File: config.mk
export PLATFORM = sky130hd
export DESIGN_NAME = sdram_bank_tracker
export DESIGN_NICKNAME = d
export VERILOG_FILES = /design/src/rtl/sbt_pkg.sv /design/src/rtl/sbt_cmd_decode.sv /design/src/rtl/sbt_cke_window.sv /design/src/rtl/sbt_span_timer.sv /design/src/rtl/sbt_bank_fsm.sv /design/src/rtl/sdram_bank_tracker.sv
export SDC_FILE = /design/constraint.sdc
export NUM_CORES = 1
export LEC_CHECK = 0
export BUFFER_PORTS_ARGS = -buffer_cell sky130_fd_sc_hd__buf_2
export CORE_MARGIN = 2
export CORE_UTILIZATION = 55
export CTS_CLUSTER_SIZE = 28
export DETAILED_ROUTE_END_ITERATION = 10
export PLACE_DENSITY = 0.77
export SYNTH_ARGS = -nofsm -noshare
export SYNTH_HDL_FRONTEND = slang
export SYNTH_SLANG_ARGS = --single-unit
File: constraint.sdc
create_clock -name clk -period 6.7 [get_ports clk]
set_input_delay 0.335 -clock clk [delete_from_list [all_inputs] [get_ports clk]]
set_output_delay 0.335 -clock clk [all_outputs]
set_load 0.01 [all_outputs]
File: src/rtl/sbt_pkg.sv
package sbt_pkg;

  typedef enum logic [2:0] {
    C_NOP = 3'd0,
    C_ACT = 3'd1,
    C_RD  = 3'd2,
    C_WR  = 3'd3,
    C_BST = 3'd4,
    C_PRE = 3'd5,
    C_REF = 3'd6,
    C_LMR = 3'd7
  } cmd_e;

  typedef enum logic [2:0] {
    ST_IDLE = 3'd0,
    ST_ACTV = 3'd1,
    ST_ROW  = 3'd2,
    ST_RD   = 3'd3,
    ST_WR   = 3'd4,
    ST_PRE  = 3'd5,
    ST_RDAP = 3'd6,
    ST_WRAP = 3'd7
  } bank_st_e;

  // Pin pattern to command; chip select high is inhibit, folded into NOP.
  function automatic cmd_e pins_to_cmd(input logic cs_n, input logic ras_n,
                                       input logic cas_n, input logic we_n);
    cmd_e c;
    if (cs_n) begin
      c = C_NOP;
    end else begin
      case ({ras_n, cas_n, we_n})
        3'b111:  c = C_NOP;
        3'b011:  c = C_ACT;
        3'b101:  c = C_RD;
        3'b100:  c = C_WR;
        3'b110:  c = C_BST;
        3'b010:  c = C_PRE;
        3'b001:  c = C_REF;
        default: c = C_LMR;
      endcase
    end
    return c;
  endfunction

  // Which commands each state accepts.
  function automatic logic cmd_allowed(input bank_st_e st, input cmd_e c);
    logic ok;
    if (c == C_NOP) begin
      ok = 1'b1;
    end else begin
      case (st)
        ST_IDLE: ok = (c == C_ACT) || (c == C_REF) || (c == C_LMR) || (c == C_PRE);
        ST_ROW:  ok = (c == C_RD) || (c == C_WR) || (c == C_PRE);
        ST_RD,
        ST_WR:   ok = (c == C_RD) || (c == C_WR) || (c == C_PRE) || (c == C_BST);
        default: ok = 1'b0;
      endcase
    end
    return ok;
  endfunction

  function automatic logic is_timed(input bank_st_e st);
    return (st != ST_IDLE) && (st != ST_ROW);
  endfunction

  // Where a timed state goes once its countdown has run out.
  function automatic bank_st_e after_span(input bank_st_e st);
    bank_st_e n;
    case (st)
      ST_ACTV, ST_RD, ST_WR:     n = ST_ROW;
      ST_PRE, ST_RDAP, ST_WRAP:  n = ST_IDLE;
      default:                   n = st;
    endcase
    return n;
  endfunction

  // Number of cycles a state lasts when entered.
  function automatic int span_cycles(input bank_st_e st, input int trcd,
                                     input int trp, input int bl);
    int n;
    case (st)
      ST_ACTV:          n = trcd;
      ST_RD, ST_WR:     n = bl;
      ST_PRE:           n = trp;
      ST_RDAP, ST_WRAP: n = bl + trp;
      default:          n = 1;
    endcase
    return n;
  endfunction

endpackage

File: src/rtl/sbt_cmd_decode.sv
module sbt_cmd_decode
  import sbt_pkg::*;
(
  input  logic cs_n,
  input  logic ras_n,
  input  logic cas_n,
  input  logic we_n,
  input  logic bank_hit,
  output cmd_e cmd
);

  cmd_e raw_cmd;

  always_comb begin
    raw_cmd = pins_to_cmd(cs_n, ras_n, cas_n, we_n);
    // commands for another bank count as no-ops here
    cmd = bank_hit ? raw_cmd : C_NOP;
  end

endmodule

File: src/rtl/sbt_cke_window.sv
module sbt_cke_window (
  input  logic clk,
  input  logic rst,
  input  logic cke,
  output logic chk_en
);

  logic cke_q;

  always_ff @(posedge clk) begin
    if (rst) cke_q <= 1'b0;
    else     cke_q <= cke;
  end

  assign chk_en = cke & cke_q;

  AST_CKE_LOW_BLOCKS_NEXT: assert property (@(posedge clk) disable iff (rst)
    !cke |=> !chk_en) else $error("cke low must gate the next cycle");

endmodule

File: src/rtl/sbt_span_timer.sv
module sbt_span_timer #(
  parameter int CW = 4
) (
  input  logic          clk,
  input  logic          rst,
  input  logic          run,
  input  logic          load,
  input  logic [CW-1:0] load_val,
  output logic          done
);

  logic [CW-1:0] cnt;

  always_ff @(posedge clk) begin
    if (rst)                     cnt <= '0;
    else if (load)               cnt <= load_val;
    else if (run && cnt != '0)   cnt <= cnt - 1'b1;
  end

  assign done = (cnt == '0);

  AST_RELOAD_TAKES_VALUE: assert property (@(posedge clk) disable iff (rst)
    load |=> cnt == $past(load_val)) else $error("reload lost");
  AST_GATED_HOLDS: assert property (@(posedge clk) disable iff (rst)
    (!run && !load) |=> $stable(cnt)) else $error("count moved while gated");
  AST_NO_WRAP: assert property (@(posedge clk) disable iff (rst)
    (run && !load && cnt == '0) |=> cnt == '0) else $error("count wrapped");

endmodule

File: src/rtl/sbt_bank_fsm.sv
module sbt_bank_fsm
  import sbt_pkg::*;
#(
  parameter int TRCD = 3,
  parameter int TRP  = 3,
  parameter int BL   = 4,
  parameter int CW   = 4
) (
  input  logic          clk,
  input  logic          rst,
  input  logic          chk_en,
  input  cmd_e          cmd,
  input  logic          auto_pre,
  input  logic          tmr_done,
  output bank_st_e      st,
  output logic          err,
  output logic          tmr_load,
  output logic [CW-1:0] tmr_val
);

  bank_st_e nxt;
  logic     legal;
  logic     err_n;
  logic     start;

  always_comb begin
    legal = cmd_allowed(st, cmd);
    nxt   = st;
    err_n = 1'b0;
    start = 1'b0;
    if (chk_en) begin
      if (!legal) begin
        err_n = 1'b1;
      end else if (cmd == C_NOP) begin
        if (is_timed(st) && tmr_done) nxt = after_span(st);
      end else begin
        case (cmd)
          C_ACT: begin nxt = ST_ACTV; start = 1'b1; end
          C_RD:  begin nxt = auto_pre ? ST_RDAP : ST_RD; start = 1'b1; end
          C_WR:  begin nxt = auto_pre ? ST_WRAP : ST_WR; start = 1'b1; end
          C_BST: nxt = ST_ROW;
          C_PRE: if (st != ST_IDLE) begin nxt = ST_PRE; start = 1'b1; end
          default: ;
        endcase
      end
    end
    tmr_load = start;
    tmr_val  = CW'(span_cycles(nxt, TRCD, TRP, BL) - 1);
  end

  always_ff @(posedge clk) begin
    if (rst) begin
      st  <= ST_IDLE;
      err <= 1'b0;
    end else begin
      st  <= nxt;
      err <= err_n;
    end
  end

  AST_ERR_KEEPS_STATE: assert property (@(posedge clk) disable iff (rst)
    err |-> st == $past(st)) else $error("illegal command moved state");
  AST_ERR_NEEDS_WINDOW: assert property (@(posedge clk) disable iff (rst)
    err |-> $past(chk_en)) else $error("error outside cke window");
  AST_FROZEN_WHEN_GATED: assert property (@(posedge clk) disable iff (rst)
    !chk_en |=> $stable(st)) else $error("state moved while gated");
  AST_ROW_ENTRY: assert property (@(posedge clk) disable iff (rst)
    (st == ST_ROW && $past(st) != ST_ROW) |->
      ($past(st) == ST_ACTV || $past(st) == ST_RD || $past(st) == ST_WR))
    else $error("bad way into row active");
  AST_IDLE_ENTRY: assert property (@(posedge clk) disable iff (rst)
    (st == ST_IDLE && $past(st) != ST_IDLE) |->
      ($past(st) == ST_PRE || $past(st) == ST_RDAP || $past(st) == ST_WRAP))
    else $error("bad way into idle");
  AST_RESET_IDLE: assert property (@(posedge clk)
    rst |=> (st == ST_IDLE && !err)) else $error("reset not idle");

endmodule

File: src/rtl/sdram_bank_tracker.sv
module sdram_bank_tracker
  import sbt_pkg::*;
#(
  parameter int TRCD = 3,
  parameter int TRP  = 3,
  parameter int BL   = 4
) (
  input  logic       clk,
  input  logic       rst,
  input  logic       cke,
  input  logic       cs_n,
  input  logic       ras_n,
  input  logic       cas_n,
  input  logic       we_n,
  input  logic       auto_pre,
  input  logic       bank_hit,
  output logic [2:0] bank_state,
  output logic       cmd_err
);

  localparam int LONGEST = BL + TRP + TRCD;
  localparam int CW      = $clog2(LONGEST + 1);

  cmd_e          cmd_w;
  logic          chk_en_w;
  logic          tmr_done_w;
  logic          tmr_load_w;
  logic [CW-1:0] tmr_val_w;
  bank_st_e      st_w;

  sbt_cmd_decode u_dec (
    .cs_n     (cs_n),
    .ras_n    (ras_n),
    .cas_n    (cas_n),
    .we_n     (we_n),
    .bank_hit (bank_hit),
    .cmd      (cmd_w)
  );

  sbt_cke_window u_cke (
    .clk    (clk),
    .rst    (rst),
    .cke    (cke),
    .chk_en (chk_en_w)
  );

  sbt_span_timer #(.CW(CW)) u_tmr (
    .clk      (clk),
    .rst      (rst),
    .run      (chk_en_w),
    .load     (tmr_load_w),
    .load_val (tmr_val_w),
    .done     (tmr_done_w)
  );

  sbt_bank_fsm #(.TRCD(TRCD), .TRP(TRP), .BL(BL), .CW(CW)) u_fsm (
    .clk      (clk),
    .rst      (rst),
    .chk_en   (chk_en_w),
    .cmd      (cmd_w),
    .auto_pre (auto_pre),
    .tmr_done (tmr_done_w),
    .st       (st_w),
    .err      (cmd_err),
    .tmr_load (tmr_load_w),
    .tmr_val  (tmr_val_w)
  );

  assign bank_state = st_w;

  AST_MISS_SILENT: assert property (@(posedge clk) disable iff (rst)
    (chk_en_w && !bank_hit) |=> !cmd_err) else $error("foreign command flagged");
  AST_NOP_SILENT: assert property (@(posedge clk) disable iff (rst)
    (cs_n || {ras_n, cas_n, we_n} == 3'b111) |=> !cmd_err)
    else $error("inhibit or no-op flagged");

endmodule

### Word level (Yosys, flattened, before mapping)

Cells that the tools add are included.

| cells by class | value |
|---|---|
| bitwise operators | 2 |
| $add $sub $neg | 2 |
| reduce and logical (&&, ||, !) cells | 23 |
| equal/unequal tests | 28 |
| magnitude comparators | 0 |
| divide/modulo/power cells | 0 |
| muxes and demuxes | 23 |
| shifts and indexed selects | 0 |
| multipliers | 0 |

Operators by type and width:

| cell | count |
|---|---|
| 3-bit == test, second input constant | 16 |
| 3-bit two-way mux | 8 |
| 3-bit by 2-bit == test with 1-bit output, second input constant | 7 |
| 3-bit case mux with 7 select lines | 1 |
| 3-bit case mux with 5 select lines | 1 |
| 3-bit by 1-bit == test with 1-bit output, second input constant | 4 |
| 2-bit OR reduction | 5 |
| 3-bit case mux with 3 select lines | 1 |
| 3-bit OR reduction | 3 |
| 4-bit two-way mux | 2 |
| 3-bit zero test | 2 |
| 1-bit logical OR | 6 |
| 1-bit two-way mux | 6 |
| 3-bit case mux with 2 select lines | 1 |
| 4-bit zero test | 1 |
| 4-bit nonzero test | 1 |
| 3-bit by 1-bit subtractor with 4-bit output, second input constant | 1 |
| 4-bit by 1-bit subtractor with 4-bit output, second input constant | 1 |
| 1-bit logical AND | 3 |
| 3-bit by 2-bit != test with 1-bit output, second input constant | 1 |
| 1-bit case mux with 3 select lines | 1 |
| 3-bit nonzero test | 1 |
| 2-bit two-way mux | 1 |
| 1-bit case mux with 2 select lines | 1 |
| 3 further kinds | 3 |

| word-level totals | value |
|---|---|
| bits in latches | 0 |
| word-level logic and storage cells | 82 |
| memories kept | 0 |
| bits of input ports | 9 |
| register bits after elaboration | 9 |
| bits in read-only memories | 0 |
| output and inout port bits | 4 |
| memory bits (writable) | 0 |

### Depth between registers and ports, before layout

| depth | value |
|---|---|
| word-level depth | 17 |
| gate-level depth with buffers | 13 |
| gate-level depth less buffers | 12 |

### Modules after synthesis

From an unflattened synthesis, not the netlist that was laid out.

| second synthesis, totals | value |
|---|---|
| cell total of the unflattened synthesis | 102 |
| area, all modules | 813.3 sq um |

By module, submodules not included:

| module | cells each | seq. area each (sq um) | times used | area each (sq um) |
|---|---|---|---|---|
| sbt_bank_fsm | 64 | 80.1 | 1 | 473.0 |
| sbt_span_timer | 29 | 80.1 | 1 | 262.8 |
| sbt_cke_window | 3 | 20.0 | 1 | 40.0 |
| sbt_cmd_decode | 6 | 0.0 | 1 | 37.5 |

### Worst setup path before layout

Ideal clock, no wire load.

| timing | value |
|---|---|
| path type | in2reg |
| start | input port we_n |
| end | register u_tmr.cnt[2] |
| data arrival time | 2.936 ns |
| path buffers | 1 |
| library setup time | 0.134 ns |
| stages | 13 |
| slack | 3.630 ns |
| required time | 6.566 ns |
| cells stage by stage | buf_6 > nand2b_1 > a2111oi_4 > o31ai_1 > a21oi_2 > nand2_1 > nor3_1 > a211oi_1 > ha_1 > nand2_1 > xor2_1 > nor3_1 > or4_1 |

| on the way | value |
|---|---|
| word-level cells in the longest chain between the ends | 17 |
| elaborated cells between the ends (all ways) | 48 |
| those cells by class | add/sub: 1; eq/ne: 20; mux: 15; reduce/logical: 12 |

Ends and longest elaborated chain:

| element | line | text |
|---|---|---|
| start, declared | sdram_bank_tracker.sv:14 | `input logic we_n,` |
| 3-bit by 1-bit == test with 1-bit output (tied with other cells) | sbt_pkg.sv:32 | `case ({ras_n, cas_n, we_n})` |
| 3-bit case mux with 7 select lines * | sbt_pkg.sv:32 |  |
| 3-bit two-way mux * | sbt_pkg.sv:29 | `if (cs_n) begin` |
| 3-bit two-way mux * | sbt_cmd_decode.sv:17 | `cmd = bank_hit ? raw_cmd : C_NOP;` |
| 3-bit by 2-bit == test with 1-bit output (tied with other cells) | sbt_pkg.sv:54, sbt_pkg.sv:56, sbt_bank_fsm.sv:37 |  |
| 1-bit logical OR, on equally long branches (2 in a row) | sbt_pkg.sv:54, sbt_pkg.sv:56, sbt_pkg.sv:53 |  |
| 1-bit logical OR, on equally long branches | sbt_pkg.sv:56, sbt_pkg.sv:53 |  |
| 1-bit case mux with 3 select lines | sbt_pkg.sv:52 | `case (st)` |
| 1-bit two-way mux | sbt_pkg.sv:49 | `if (c == C_NOP) begin` |
| 3-bit two-way mux | sbt_bank_fsm.sv:32 | `if (!legal) begin` |
| 3-bit two-way mux | sbt_bank_fsm.sv:31 | `if (chk_en) begin` |
| 3-bit == test (tied with other cells) | sbt_pkg.sv:82 | `case (st)` |
| 2-bit OR reduction, on equally long branches | n/a |  |
| 3-bit case mux with 3 select lines | sbt_pkg.sv:82 |  |
| 3-bit by 1-bit subtractor with 4-bit output | sbt_bank_fsm.sv:48 | `tmr_val = CW'(span_cycles(nxt, TRCD, TRP, BL) - 1);` |
| 4-bit two-way mux | sbt_span_timer.sv:16 | `else if (load) cnt <= load_val;` |
| end signal, assigned | sbt_span_timer.sv:16 |  |
| end signal, assigned | sbt_span_timer.sv:17 | `else if (run && cnt != '0) cnt <= cnt - 1'b1;` |
| end, declared | sbt_span_timer.sv:12 | `logic [CW-1:0] cnt;` |

Mark *: on every way between the ends. The rest lies on a longest branch, timed or not.
A chain may end at the register's enable or synchronous reset.

### Final worst setup path

| timing | value |
|---|---|
| start | register u_fsm.st[1] |
| end | register u_tmr.cnt[2] |

| on the way | value |
|---|---|
| word-level cells in the longest chain between the ends | 12 |
| elaborated cells between the ends (all ways) | 42 |
| those cells by class | add/sub: 1; eq/ne: 14; mux: 16; reduce/logical: 11 |

Ends and longest elaborated chain:

| element | line | text |
|---|---|---|
| start, declared | sbt_bank_fsm.sv:15 | `output bank_st_e st,` |
| start signal, assigned | sbt_bank_fsm.sv:56 | `st <= nxt;` |
| 3-bit == test (tied with other cells) | sbt_pkg.sv:70 | `case (st)` |
| 3-bit OR reduction / 1-bit logical AND (equally long branches) | sbt_pkg.sv:70, sbt_pkg.sv:64 |  |
| 3-bit case mux with 2 select lines / 1-bit logical AND (equally long branches) | sbt_pkg.sv:70, sbt_bank_fsm.sv:35 |  |
| 3-bit two-way mux | sbt_bank_fsm.sv:35 | `if (is_timed(st) && tmr_done) nxt = after_span(st);` |
| 3-bit two-way mux | sbt_bank_fsm.sv:34 | `end else if (cmd == C_NOP) begin` |
| 3-bit two-way mux | sbt_bank_fsm.sv:32 |  |
| 3-bit two-way mux | sbt_bank_fsm.sv:31 |  |
| 3-bit == test (tied with other cells) | sbt_pkg.sv:82 |  |
| 2-bit OR reduction, on equally long branches | n/a |  |
| 3-bit case mux with 3 select lines | sbt_pkg.sv:82 |  |
| 3-bit by 1-bit subtractor with 4-bit output | sbt_bank_fsm.sv:48 |  |
| 4-bit two-way mux | sbt_span_timer.sv:16 |  |

Parallel ways exist; a longest one is shown, timed or not.

==> summary.txt <==
Synthesis
  • Top-area cell type share of the netlist area: 22.8%
  • Commonest cells in the netlist: nor2_1, dfxtp_1, nor2b_1, nor3_1
  • Yosys synthesis warning count: 0
  • Post-synth EDFFs: 0
  • Synth top area cells: dfxtp_1, nor2b_1, nor2_1, nor4_1, nor3_1
  • Mapped Area: 791 um^2
  • Count leader, synth: nor2_1
  • Syn Area/Cell: 8.07 um^2
  • Post-synthesis sequential area ratio: 22.8%
  • Ys async rst share: 0%
  • Adder-Cell Fraction of Synth Area: 1.58%
  • Main combinational cell family by area after synthesis: simple AND/OR/NAND/NOR gates
  • Synthesized flop and latch total: 9
  • Mux cell area share after synthesis: 0%
  • Post-synth top flop: dfxtp_1
  • Post-synth top area cell: dfxtp_1
  • Post-synthesis cell type count: 44
  • Cells after synthesis: 98
  • Compound-Gate Fraction of Synth Area: 29.4%
  • Synth Area in XOR/XNOR: 3.32%
  • Simple-gate portion of the synthesized area: 37.0%
  • Syn Nets: 108

Critical path
  • Kind of critical path: register to register
  • Crit path largest cell delay: 0.52 ns
  • CP startpoint kind: register
  • Maximum fanout along the worst path: 8
  • Critical path cell sequence: nor2_1 -> nor4b_1 -> o31ai_1 -> a21oi_2 -> nand2_1 -> nor3_1 -> a211oi_1 -> ha_1 -> nand2_1 -> xor2_1 -> nor3_1 -> or4_1
  • Top Family by Delay on Critical Path: simple AND/OR/NAND/NOR gates
  • Worst r2r dst: u_tmr.cnt[2]$_SDFFE_PP0P_
  • Critical Path End Type: register
  • FF-to-FF Start: u_fsm.st[1]$_SDFF_PP0_
  • Flop2flop setup slack: 3.25 ns
  • Worst reg2reg path depth: 12
  • CP bufs+invs: 0
  • Data arrival, critical path: 3.58 ns
  • Worst Path Required: 6.83 ns
  • Slowest cell on the critical path: nor4b_1

Die
  • Die Wd: 41.9 um
  • # rows: 13
  • CORE AREA: 0.00132 mm^2
  • Top-Level Pins: 13
  • Die Ht: 41.9 um
  • Initial core utilization: 60.0%
  • Die area: 0.00176 mm^2

Clock tree
  • # clock sinks: 9
  • CTS Buffer Depth: 2
  • Clock latency on the worst-skew pair: 0.25 ns
  • PostCTS Resize Cnt: 0
  • Post-CTS Setup Repair Bufs: 0
  • Root Driver: clkbuf_4
  • H-tree depth: 1
  • Worst-path clk slew: 0.06 ns
  • CTS Buf Count: 3
  • Post-CTS Hold Buffers: 0
  • CTS tree: yes

STA
  • Final hold slack: 0.325 ns
  • Final setup skew: 0.00165 ns
  • Slew headroom: 59.2%
  • Tmin final: 3.45 ns
  • Final Max Tran Viols: 0
  • Final-report setup violation count: 0
  • Final Cycle Share: 51.5%
  • Final Hold Viols: 0
  • RSZ-0062 raised after global routing: no
  • Setup_tns: 0 ns
  • Fmax: 290 MHz
  • Slew at the pin closest to its max-slew limit: 0.604 ns
  • Fin worst setup slack: 3.25 ns

Placed design
  • PortBufs: 12
  • Gpl congestion: 0.899
  • Setup Slack @ Placement: 3.22 ns
  • Detailed placement HPWL: 1360 um

Routing
  • Vias per Instance: 6.38
  • Wirelength per Cell: 14.4 um
  • Pre-Repair DR Iteration Count: 4
  • Starting DRT DRC Count: 12
  • Total number of vias: 798
  • Antenna Violating Nets Remaining: 0
  • Detailed Route WL: 1800 um
  • Residual DRC: 0

Final layout
  • Synthesis-to-finish area growth: 8.86%
  • Filler cells: 140
  • Final nets: 121
  • Fin util: 65.3%
  • Inserted Diodes: 0
  • Layout cells sized above 1: 19.1%

GRT
  • Aggregate global routing overflow: 0
  • Initial antenna violation count: 0
  • Number of global-route vias before repair: 744
  • Total track usage: 23.4%
  • Global-route wire length before repair: 3280 um
  • Largest net degree at the start of global routing: 14

Power and ir drop
  • Leakage: 0.323 nW
  • Worst IR Drop VDD: 0.101 mV
  • Cell area power density: 140 mW/mm^2
  • Total power: 0.121 mW

Hold path
  • Hold EP: u_cke.cke_q$_SDFF_PP0_
  • Worst min-delay path category: input port to register
  • Hold path depth: 2
  • Worst hold start: cke

Status
  • Status: completed

Flow run
  • Max-cap check violation count: 0
-- registers in the layout, indices dropped and copies added, names as in the netlist --
| register | flops |
|---|---|
| u_cke.cke_q | 1 |
| u_fsm.err | 1 |
| u_fsm.st | 3 |
| u_tmr.cnt | 4 |
-- per-stage QoR --
step / area [um^2] / instances
floorplan: 791 / 98
global placement: 835 / 121
detailed placement: 835 / 121
CTS: 861 / 125
global route: 861 / 125
finish: 861 / 125
-- worst register-to-register path: stages (launching register included) --
cell      delay [ns]
dfxtp_1         0.40
nor2_1          0.15
nor4b_1         0.53
o31ai_1         0.22
a21oi_2         0.25
nand2_1         0.19
nor3_1          0.43
a211oi_1        0.11
ha_1            0.26
nand2_1         0.08
xor2_1          0.15
nor3_1          0.06
or4_1           0.51
-- final cells by class --
type	count	area, um^2	area share (%)
Multi-Input combinational cell	82	564	65.6
Tap cell	15	18.8	2.18
Sequential cell	9	180	20.9
Timing Repair Buffer	12	60.1	6.98
Clock buffer	4	26.3	3.05
Inverter	3	11.3	1.31
-- how the worst max path moves through the flow --
stage                           startpoint                   endpoint  slack (ns)  cells after the start
floorplan                             we_n  u_tmr.cnt[2]$_SDFFE_PP0P_        3.63                     13
global placement                      cs_n  u_tmr.cnt[2]$_SDFFE_PP0P_        3.41                     13
detailed placement                    cs_n  u_tmr.cnt[2]$_SDFFE_PP0P_        3.22                     13
CTS                 u_fsm.st[1]$_SDFF_PP0_  u_tmr.cnt[2]$_SDFFE_PP0P_        3.29                     12
global route        u_fsm.st[1]$_SDFF_PP0_  u_tmr.cnt[2]$_SDFFE_PP0P_        2.96                     12
finish              u_fsm.st[1]$_SDFF_PP0_  u_tmr.cnt[2]$_SDFFE_PP0P_        3.25                     12
-- report_power, final --
part           internal (mW)  switching [mW]  total [mW]
Clock                 0.0228          0.0173      0.0402
Sequential            0.0545         0.00140      0.0559
Combinational        0.00971          0.0151      0.0248
-- per-layer routing --
layer / up-vias / track usage, % / part of all wire (%)
li1: 400 / - / -
met1: 376 / 30.2 / 48
met2: 18 / 37.2 / 48
met3: 4 / 3.91 / 2.9
met4: 0 / 11.6 / 1.2
met5: - / 0 / 0
-- cell usage in the layout, fill, tap and decap left out, types with 2 or more instances in the layout --
cell type | Yosys | routed
nand2_1 | 6 | 6
nor2_1 | 10 | 10
inv_1 | 3 | 3
a21oi_1 | 5 | 5
o22ai_1 | 2 | 2
nor2b_1 | 7 | 7
nor4b_1 | 2 | 2
nor3_1 | 7 | 7
nor4_1 | 6 | 6
o31a_1 | 2 | 2
and3_1 | 2 | 2
xnor2_1 | 2 | 2
a211oi_1 | 2 | 2
dfxtp_1 | 9 | 9
clkbuf_4 | 0 | 3
nand2b_1 | 3 | 3
buf_2 | 1 | 12
-- cells by family after synthesis --
kind of cell	Yosys count
compound gates	27
xor+xnor	3
fa+ha+maj	1
buf+inv	7
flops	9
simple gates	51
Note: power is estimated with default switching activity, not from simulation.
